[src/rtl/crb_pkg.sv]
package crb_pkg;
   // Where the byte at the read port comes from
   typedef enum logic [1:0] {
      SRC_NONE = 2'd0,
      SRC_TEMP = 2'd1,
      SRC_VOLT = 2'd2
   } src_e;
endpackage

[src/rtl/crb_queue.sv]
// Circular voltage-result queue; a push into a full queue advances the
// read side so the oldest entry is lost and the newest is kept.
module crb_queue #(
   parameter int W     = 12,
   parameter int DEPTH = 16
) (
   input  logic                         clk,
   input  logic                         rst,
   input  logic                         push,
   input  logic [W-1:0]                 din,
   input  logic                         pop,
   output logic [W-1:0]                 head,
   output logic                         empty,
   output logic                         full,
   output logic [$clog2(DEPTH+1)-1:0]   count
);
   localparam int PTR_W = $clog2(DEPTH);
   localparam int CNT_W = $clog2(DEPTH+1);

   logic [W-1:0]     mem [DEPTH];
   logic [PTR_W-1:0] wr_ptr, rd_ptr, wr_nxt, rd_nxt;
   logic             do_pop, drop;

   // A power-of-two depth wraps by natural overflow; others compare.
   generate
      if ((DEPTH & (DEPTH - 1)) == 0) begin : g_pow2
         assign wr_nxt = wr_ptr + 1'b1;
         assign rd_nxt = rd_ptr + 1'b1;
      end else begin : g_mod
         assign wr_nxt = (wr_ptr == PTR_W'(DEPTH - 1)) ? '0 : wr_ptr + 1'b1;
         assign rd_nxt = (rd_ptr == PTR_W'(DEPTH - 1)) ? '0 : rd_ptr + 1'b1;
      end
   endgenerate

   assign empty  = (count == '0);
   assign full   = (count == CNT_W'(DEPTH));
   assign do_pop = pop & ~empty;
   assign drop   = push & full & ~do_pop;
   assign head   = mem[rd_ptr];

   always_ff @(posedge clk) begin
      if (push) mem[wr_ptr] <= din;
   end

   always_ff @(posedge clk) begin
      if (rst) begin
         wr_ptr <= '0;
         rd_ptr <= '0;
         count  <= '0;
      end else begin
         if (push) wr_ptr <= wr_nxt;
         if (do_pop || drop) rd_ptr <= rd_nxt;
         unique case ({push, do_pop})
            2'b10:   if (!full) count <= count + 1'b1;
            2'b01:   count <= count - 1'b1;
            default: count <= count;
         endcase
      end
   end
endmodule

[src/rtl/crb_temp_slot.sv]
// Single temperature result register; a load replaces any pending value.
module crb_temp_slot #(
   parameter int W = 12
) (
   input  logic         clk,
   input  logic         rst,
   input  logic         load,
   input  logic [W-1:0] din,
   input  logic         clear,
   output logic [W-1:0] data,
   output logic         valid
);
   always_ff @(posedge clk) begin
      if (rst) begin
         data  <= '0;
         valid <= 1'b0;
      end else if (load) begin
         data  <= din;
         valid <= 1'b1;
      end else if (clear) begin
         valid <= 1'b0;
      end
   end
endmodule

[src/rtl/crb_reader.sv]
// Byte pointer and output selection. The source is chosen at a high byte
// and held until the low byte is taken or the entry is overwritten.
module crb_reader
   import crb_pkg::*;
#(
   parameter int W      = 12,
   parameter int BYTE_W = 8
) (
   input  logic              clk,
   input  logic              rst,
   input  logic              rd_byte,
   input  logic              cs_fall,
   input  logic              temp_valid,
   input  logic [W-1:0]      temp_data,
   input  logic              temp_ovw,
   input  logic              q_empty,
   input  logic [W-1:0]      q_head,
   input  logic              volt_ovw,
   output logic [BYTE_W-1:0] rd_data,
   output logic              pop_q,
   output logic              clr_temp,
   output logic              hi_next
);
   logic         lock_temp;
   src_e         src;
   logic [W-1:0] sel_word;
   logic         abort, take;

   always_comb begin
      if (hi_next)
         src = temp_valid ? SRC_TEMP : (!q_empty ? SRC_VOLT : SRC_NONE);
      else
         src = lock_temp ? SRC_TEMP : SRC_VOLT;
   end

   always_comb begin
      unique case (src)
         SRC_TEMP: sel_word = temp_data;
         SRC_VOLT: sel_word = q_head;
         default:  sel_word = '0;
      endcase
   end

   assign rd_data  = hi_next ? BYTE_W'(sel_word >> BYTE_W) : sel_word[BYTE_W-1:0];

   assign abort    = !hi_next && (lock_temp ? temp_ovw : volt_ovw);
   assign take     = rd_byte && !cs_fall && !abort;
   assign pop_q    = take && !hi_next && !lock_temp;
   assign clr_temp = take && !hi_next && lock_temp;

   always_ff @(posedge clk) begin
      if (rst) begin
         hi_next   <= 1'b1;
         lock_temp <= 1'b0;
      end else if (cs_fall || abort) begin
         hi_next   <= 1'b1;
      end else if (take) begin
         if (hi_next) begin
            if (src != SRC_NONE) begin
               hi_next   <= 1'b0;
               lock_temp <= (src == SRC_TEMP);
            end
         end else begin
            hi_next <= 1'b1;
         end
      end
   end
endmodule

[src/rtl/conv_result_buffer.sv]
module conv_result_buffer #(
   parameter int DATA_W = 12,
   parameter int DEPTH  = 16,
   parameter int BYTE_W = 8
) (
   input  logic              clk,
   input  logic              rst,
   input  logic              wr_en,
   input  logic              wr_is_temp,
   input  logic [DATA_W-1:0] wr_data,
   input  logic              rd_byte,
   input  logic              cs_fall,
   output logic [BYTE_W-1:0] rd_data,
   output logic              q_empty,
   output logic              q_full
);
   localparam int CNT_W = $clog2(DEPTH+1);

   initial begin
      assert (DATA_W > BYTE_W && DATA_W <= 2*BYTE_W)
         else $error("DATA_W must fit in two bytes and exceed one");
      assert (DEPTH >= 2) else $error("DEPTH must be at least 2");
   end

   logic              push_v, load_t, volt_ovw, temp_ovw;
   logic              pop_q, clr_temp, hi_next, temp_valid;
   logic [DATA_W-1:0] q_head, temp_data;
   logic [CNT_W-1:0]  q_count;

   assign push_v   = wr_en & ~wr_is_temp;
   assign load_t   = wr_en &  wr_is_temp;
   assign volt_ovw = push_v & q_full;
   assign temp_ovw = load_t & temp_valid;

   crb_queue #(.W(DATA_W), .DEPTH(DEPTH)) u_queue (
      .clk(clk), .rst(rst), .push(push_v), .din(wr_data), .pop(pop_q),
      .head(q_head), .empty(q_empty), .full(q_full), .count(q_count)
   );

   crb_temp_slot #(.W(DATA_W)) u_temp (
      .clk(clk), .rst(rst), .load(load_t), .din(wr_data), .clear(clr_temp),
      .data(temp_data), .valid(temp_valid)
   );

   crb_reader #(.W(DATA_W), .BYTE_W(BYTE_W)) u_reader (
      .clk(clk), .rst(rst), .rd_byte(rd_byte), .cs_fall(cs_fall),
      .temp_valid(temp_valid), .temp_data(temp_data), .temp_ovw(temp_ovw),
      .q_empty(q_empty), .q_head(q_head), .volt_ovw(volt_ovw),
      .rd_data(rd_data), .pop_q(pop_q), .clr_temp(clr_temp), .hi_next(hi_next)
   );
endmodule

[config.mk]
export PLATFORM = sky130hd
export DESIGN_NAME = conv_result_buffer
export DESIGN_NICKNAME = d
export VERILOG_FILES = /design/src/rtl/crb_pkg.sv /design/src/rtl/crb_queue.sv /design/src/rtl/crb_temp_slot.sv /design/src/rtl/crb_reader.sv /design/src/rtl/conv_result_buffer.sv
export SDC_FILE = /design/constraint.sdc
export NUM_CORES = 1
export LEC_CHECK = 0
export ABC_AREA = 1
export BUFFER_PORTS_ARGS = -buffer_cell sky130_fd_sc_hd__buf_2
export CORE_ASPECT_RATIO = 0.6
export CORE_MARGIN = 1.5
export CORE_UTILIZATION = 45
export CTS_CLUSTER_DIAMETER = 200
export DETAILED_ROUTE_END_ITERATION = 10
export PLACE_DENSITY = 0.71
export RECOVER_POWER = 100
export SETUP_SLACK_MARGIN = 0.1
export SLEW_MARGIN = 20
export SYNTH_ARGS = -nofsm -noshare
export SYNTH_HDL_FRONTEND = slang
export SYNTH_HIERARCHICAL = 1
export SYNTH_SLANG_ARGS = --single-unit
export TNS_END_PERCENT = 30
[constraint.sdc]
create_clock -name clk -period 5.8 [get_ports clk]
set_clock_uncertainty 0.1 [all_clocks]
set_input_delay 1.16 -clock clk [delete_from_list [all_inputs] [get_ports clk]]
set_output_delay 1.16 -clock clk [all_outputs]
set_load 0.02 [all_outputs]
==> metrics.md <==
| Metric | Value |
|---|---|
| Run status | complete, but fails checks |
| Failing checks | capacitance limit, slew limit |
| CTS hold repair buffers | 0 |
| Critical Path RT | around 4.5 ns |
| Max-capacitance violation count | 1 |
| Area of the core | a little over 0.02 mm² |
| Internal Dissipation | between 2 and 3 mW |
| Share of cells above drive strength 1 | roughly 6.2% |
| Row cnt | 40 |
| Post CTS Setup Buffer Count | 0 |
| Post-DP HPWL | 13700 µm |
| Post-synthesis sequential area ratio | between 60% and 70% |
| Synthesized instance count | 791 |
| Total track usage | 20.1% |
| Detailed-routing iteration count for the pre-antenna-repair pass | 5 |
| Buffers added on ports | 27 |
| Clock root buffer | sky130_fd_sc_hd__clkbuf_16 |
| Wire length of the first global-routing pass | between 30000 and 40000 µm |
| Drt via density | 5.53 |
| Overflow after GRT | 0 |
| Max Slew Vio Count | 13 |
| Fmax | ~220 MHz |
| FF+latch count, synth | 224 |
| Standard cell with the maximum stage delay on the critical path | sky130_fd_sc_hd__dfxtp_2 |
| Highest cell delay on the worst timing path | between 1 and 1.5 ns |
| Type of element launching the critical path | flop |
| Leakage power figure | ~3.6 nW |
| Post-layout net count | between 800 and 900 |
| Cell area after placement | just under 0.01 mm² |
| Sequential share of power | a little over half |
| Commonest non-fill, non-tap cell in the layout | sky130_fd_sc_hd__edfxtp_1 |
| Final std cell area, no fill | between 0.01 and 0.015 mm² |
| Headroom to the max-slew limit | -10.5% |
| Die W | between 150 and 200 µm |
| Antenna violations before repair | 1 |
| Detailed-route via count | approximately 6100 |
| Maximum root-to-sink buffer count | 3 |
| Power density cells | roughly 310 mW/mm² |
| Worst min-delay path category | flop to flop |
| Final setup violation count | 0 |
| Remaining antenna violation count after routing | 0 |
| Worst-margin pin slew | 1.65 ns |
| Maximum fanout along the worst path | 85 |
| Depth of the CTS H-tree | 1 |
| Vertical die dimension | 116 µm |
| Count of buffer and inverter cells on the critical path | 2 |
| Number of global-route vias before repair | ~5700 |
| Library cells used by synthesis | 35 |
| TritonCTS clock tree | yes |
| Worst path cell trace | buf_12, mux2i_1, o211ai_1, o211ai_1, nand2_1, nand2_1, a21oi_1, clkbuf_1 |
| Signed area change from the synthesized netlist to the final layout | 9.47% |
| Initial cell density of the core | a little under half |
| Final critical-path required period | approximately 4.6 ns |
| Die footprint | approximately 0.022 mm² |
| Wire length reported by the detailed router | ~22000 µm |
| Nature of the critical path endpoint | output pin |
| Clock-pin slew on the worst setup and hold paths | around 0.07 ns |
| Switching power total | just over 0.7 mW |
| Worst hold margin | approximately 0.37 ns |
| Kind of cell adding the most delay to the critical path | flip-flops |
| Routed len/inst | between 15 and 20 µm |
| Detailed Route Iter0 Violations | a little over 600 |
| Nets in the synthesized netlist | between 800 and 900 |
| Total number of clock tree sinks | between 200 and 250 |
| Type of the worst setup path | flop to output pin |
| Number of resized instances in the post-cts repair step | 0 |
| Cell area after technology mapping | between 0.009 and 0.01 mm² |
| Setup repair after global routing missed its margin | false |
| Final cycle utilization of the critical path | roughly four fifths |
| Number of placed I/O pins | 28 |
| Largest net degree at the start of global routing | 86 |
| Switching fraction of total power | between 20% and 30% |
| Worst VDD drop | 0.000224 V |
| RD Place Congestion | approximately 0.86 |
| Part of the total power dissipated in combinational logic | 5.9% |
| Arrival time worst endpoint | ~3.3 ns |
| Setup TNS after final layout | 0 ns |
| Insertion delay to the later sink of the worst-skew pair | 0.50 ns |
| Portion of total power attributed to the clock network | 39.2% |
| Top library cells by usage in the layout, fill and taps aside | 192 x sky130_fd_sc_hd__edfxtp_1, 86 x sky130_fd_sc_hd__inv_1, 77 x sky130_fd_sc_hd__nand2_1, 70 x sky130_fd_sc_hd__a21oi_1, 70 x sky130_fd_sc_hd__o21ai_0 |
| Per-instance average area after synthesis | approximately 12 µm² |
| Warnings from Yosys | 6 |
| DRC violation count after routing | 0 |
| Number of clock buffers inserted by TritonCTS | 20 |
| Final Hold Fails | 0 |
## per-stage QoR
stage	instances	setup WS (ns)	power (mW)	util, %
finish	1107	1.20	3.25	51.1
global route	1106	1.01	3.36	51.1
CTS	1106	1.68	3.28	51.7
detailed placement	1070	2.20	2.02	48.7
global placement	1070	2.22	2.01	48.7
floorplan	791	2.69	1.95	-
## kinds of logic after synthesis
| kind of cell | synth area share (%) |
|---|---|
| AND/OR/NAND/NOR | 8.31 |
| flip-flops | 67.4 |
| AO/OA/AOI/OAI | 12.1 |
| XOR/XNOR | 0.277 |
| multiplexers | 5.06 |
| adder cells (fa/ha/maj) | 0.790 |
| buffers and inverters | 6.02 |
## state kept, by name, indices dropped and copies added (netlist names), named ones only
signal,count
u_queue/mem,192
u_temp/data,12
u_queue/count,5
u_queue/rd_ptr,4
u_queue/wr_ptr,4
u_reader/hi_next,1
u_reader/lock_temp,1
u_temp/valid,1
## routing by layer
metal / vias to the layer above / routed length (µm) / part of all wire, % / GRT usage [%]
met2: 236 / 9120 / 42 / 28.4
met4: 0 / 335 / 1.5 / 4.20
met3: 31 / 1920 / 8.8 / 3.97
met1: 2985 / 10500 / 48 / 32.0
li1: 2875 / - / - / -
met5: - / 0 / 0 / 0
## cell type report
class / count / area, µm²
well taps: 273 / 342
flip-flops and latches: 224 / 6410
repair buffers: 45 / 203
multi-input cells: 434 / 2480
clock inverters: 11 / 72.6
diodes: 1 / 2.50
inverters: 94 / 353
clock buffers: 25 / 541
fillers: 1773 / 9970
## power groups by stage
stage	Clock, mW	Sequential, mW	Combinational, mW
after floorplan	0	1.81	0.141
after global routing	1.36	1.79	0.215
after CTS	1.29	1.78	0.201
final	1.27	1.78	0.193
after detailed placement	0	1.82	0.200
after global placement	0	1.82	0.196
## worst register-to-register path: stages (launching register included)
cell	delay, ns
sky130_fd_sc_hd__dfxtp_1	0.36
sky130_fd_sc_hd__nor2_1	0.20
sky130_fd_sc_hd__nand2_1	0.08
sky130_fd_sc_hd__nor2_1	0.30
sky130_fd_sc_hd__inv_1	0.08
sky130_fd_sc_hd__nor2_1	0.11
sky130_fd_sc_hd__inv_1	0.04
sky130_fd_sc_hd__nand2_1	0.06
sky130_fd_sc_hd__nand3_1	0.13
sky130_fd_sc_hd__nand3_1	0.16
sky130_fd_sc_hd__nor2_1	0.18
sky130_fd_sc_hd__nand2_4	0.14
sky130_fd_sc_hd__nand2_2	0.04
sky130_fd_sc_hd__o21ai_0	0.67
sky130_fd_sc_hd__clkinv_1	0.31
sky130_fd_sc_hd__a21oi_1	0.19
sky130_fd_sc_hd__nand2_1	0.07
sky130_fd_sc_hd__inv_1	0.05
## path summary, 6_finish.rpt
path                     startpoint           endpoint  slack [ns]  depth (start not counted)
setup / recovery               flop         rd_data[5]        1.20                          8
hold / removal    u_queue/rd_ptr[3]  u_queue/rd_ptr[3]        0.37                          2
setup reg to reg   u_queue/count[0]   u_queue/count[4]        2.48                         17
hold reg to reg   u_queue/rd_ptr[3]  u_queue/rd_ptr[3]        0.37                          2
## Yosys cell counts
| library cell | n | area (µm²) |
|---|---|---|
| sky130_fd_sc_hd__nand2_4 | 1 | 11.3 |
| sky130_fd_sc_hd__nand4_1 | 7 | 43.8 |
| sky130_fd_sc_hd__o21ai_4 | 1 | 16.3 |
| sky130_fd_sc_hd__o211ai_1 | 49 | 368 |
| sky130_fd_sc_hd__clkinv_1 | 1 | 3.75 |
| sky130_fd_sc_hd__nand3_4 | 2 | 35.0 |
| sky130_fd_sc_hd__and3_1 | 1 | 6.26 |
| sky130_fd_sc_hd__buf_2 | 10 | 50.1 |
| sky130_fd_sc_hd__nor2_1 | 53 | 199 |
| sky130_fd_sc_hd__dfxtp_1 | 32 | 641 |
| sky130_fd_sc_hd__nand2_2 | 2 | 12.5 |
| sky130_fd_sc_hd__o21a_1 | 3 | 22.5 |
| sky130_fd_sc_hd__nand2_1 | 76 | 285 |
| sky130_fd_sc_hd__nand3_2 | 1 | 10.0 |
| sky130_fd_sc_hd__clkbuf_4 | 1 | 7.51 |
| sky130_fd_sc_hd__a21oi_1 | 70 | 350 |
| sky130_fd_sc_hd__xor2_1 | 2 | 17.5 |
| sky130_fd_sc_hd__o21ai_0 | 68 | 340 |
| sky130_fd_sc_hd__buf_6 | 6 | 67.6 |
| sky130_fd_sc_hd__ha_1 | 6 | 75.1 |
| sky130_fd_sc_hd__a21oi_2 | 2 | 17.5 |
| sky130_fd_sc_hd__inv_1 | 84 | 315 |
| sky130_fd_sc_hd__a211oi_1 | 1 | 7.51 |
| sky130_fd_sc_hd__nand3_1 | 27 | 135 |
| sky130_fd_sc_hd__nor2_2 | 3 | 18.8 |
| sky130_fd_sc_hd__mux2i_1 | 48 | 480 |
| sky130_fd_sc_hd__nor2_4 | 2 | 22.5 |
| sky130_fd_sc_hd__buf_1 | 2 | 7.51 |
| sky130_fd_sc_hd__buf_4 | 3 | 22.5 |
| sky130_fd_sc_hd__inv_2 | 9 | 33.8 |
| sky130_fd_sc_hd__edfxtp_1 | 192 | 5770 |
| sky130_fd_sc_hd__xnor2_1 | 1 | 8.76 |
| sky130_fd_sc_hd__clkbuf_1 | 17 | 63.8 |
| sky130_fd_sc_hd__nor3_1 | 2 | 10.0 |
| sky130_fd_sc_hd__o21ai_1 | 6 | 30.0 |
(Power assumes the default switching activity.)
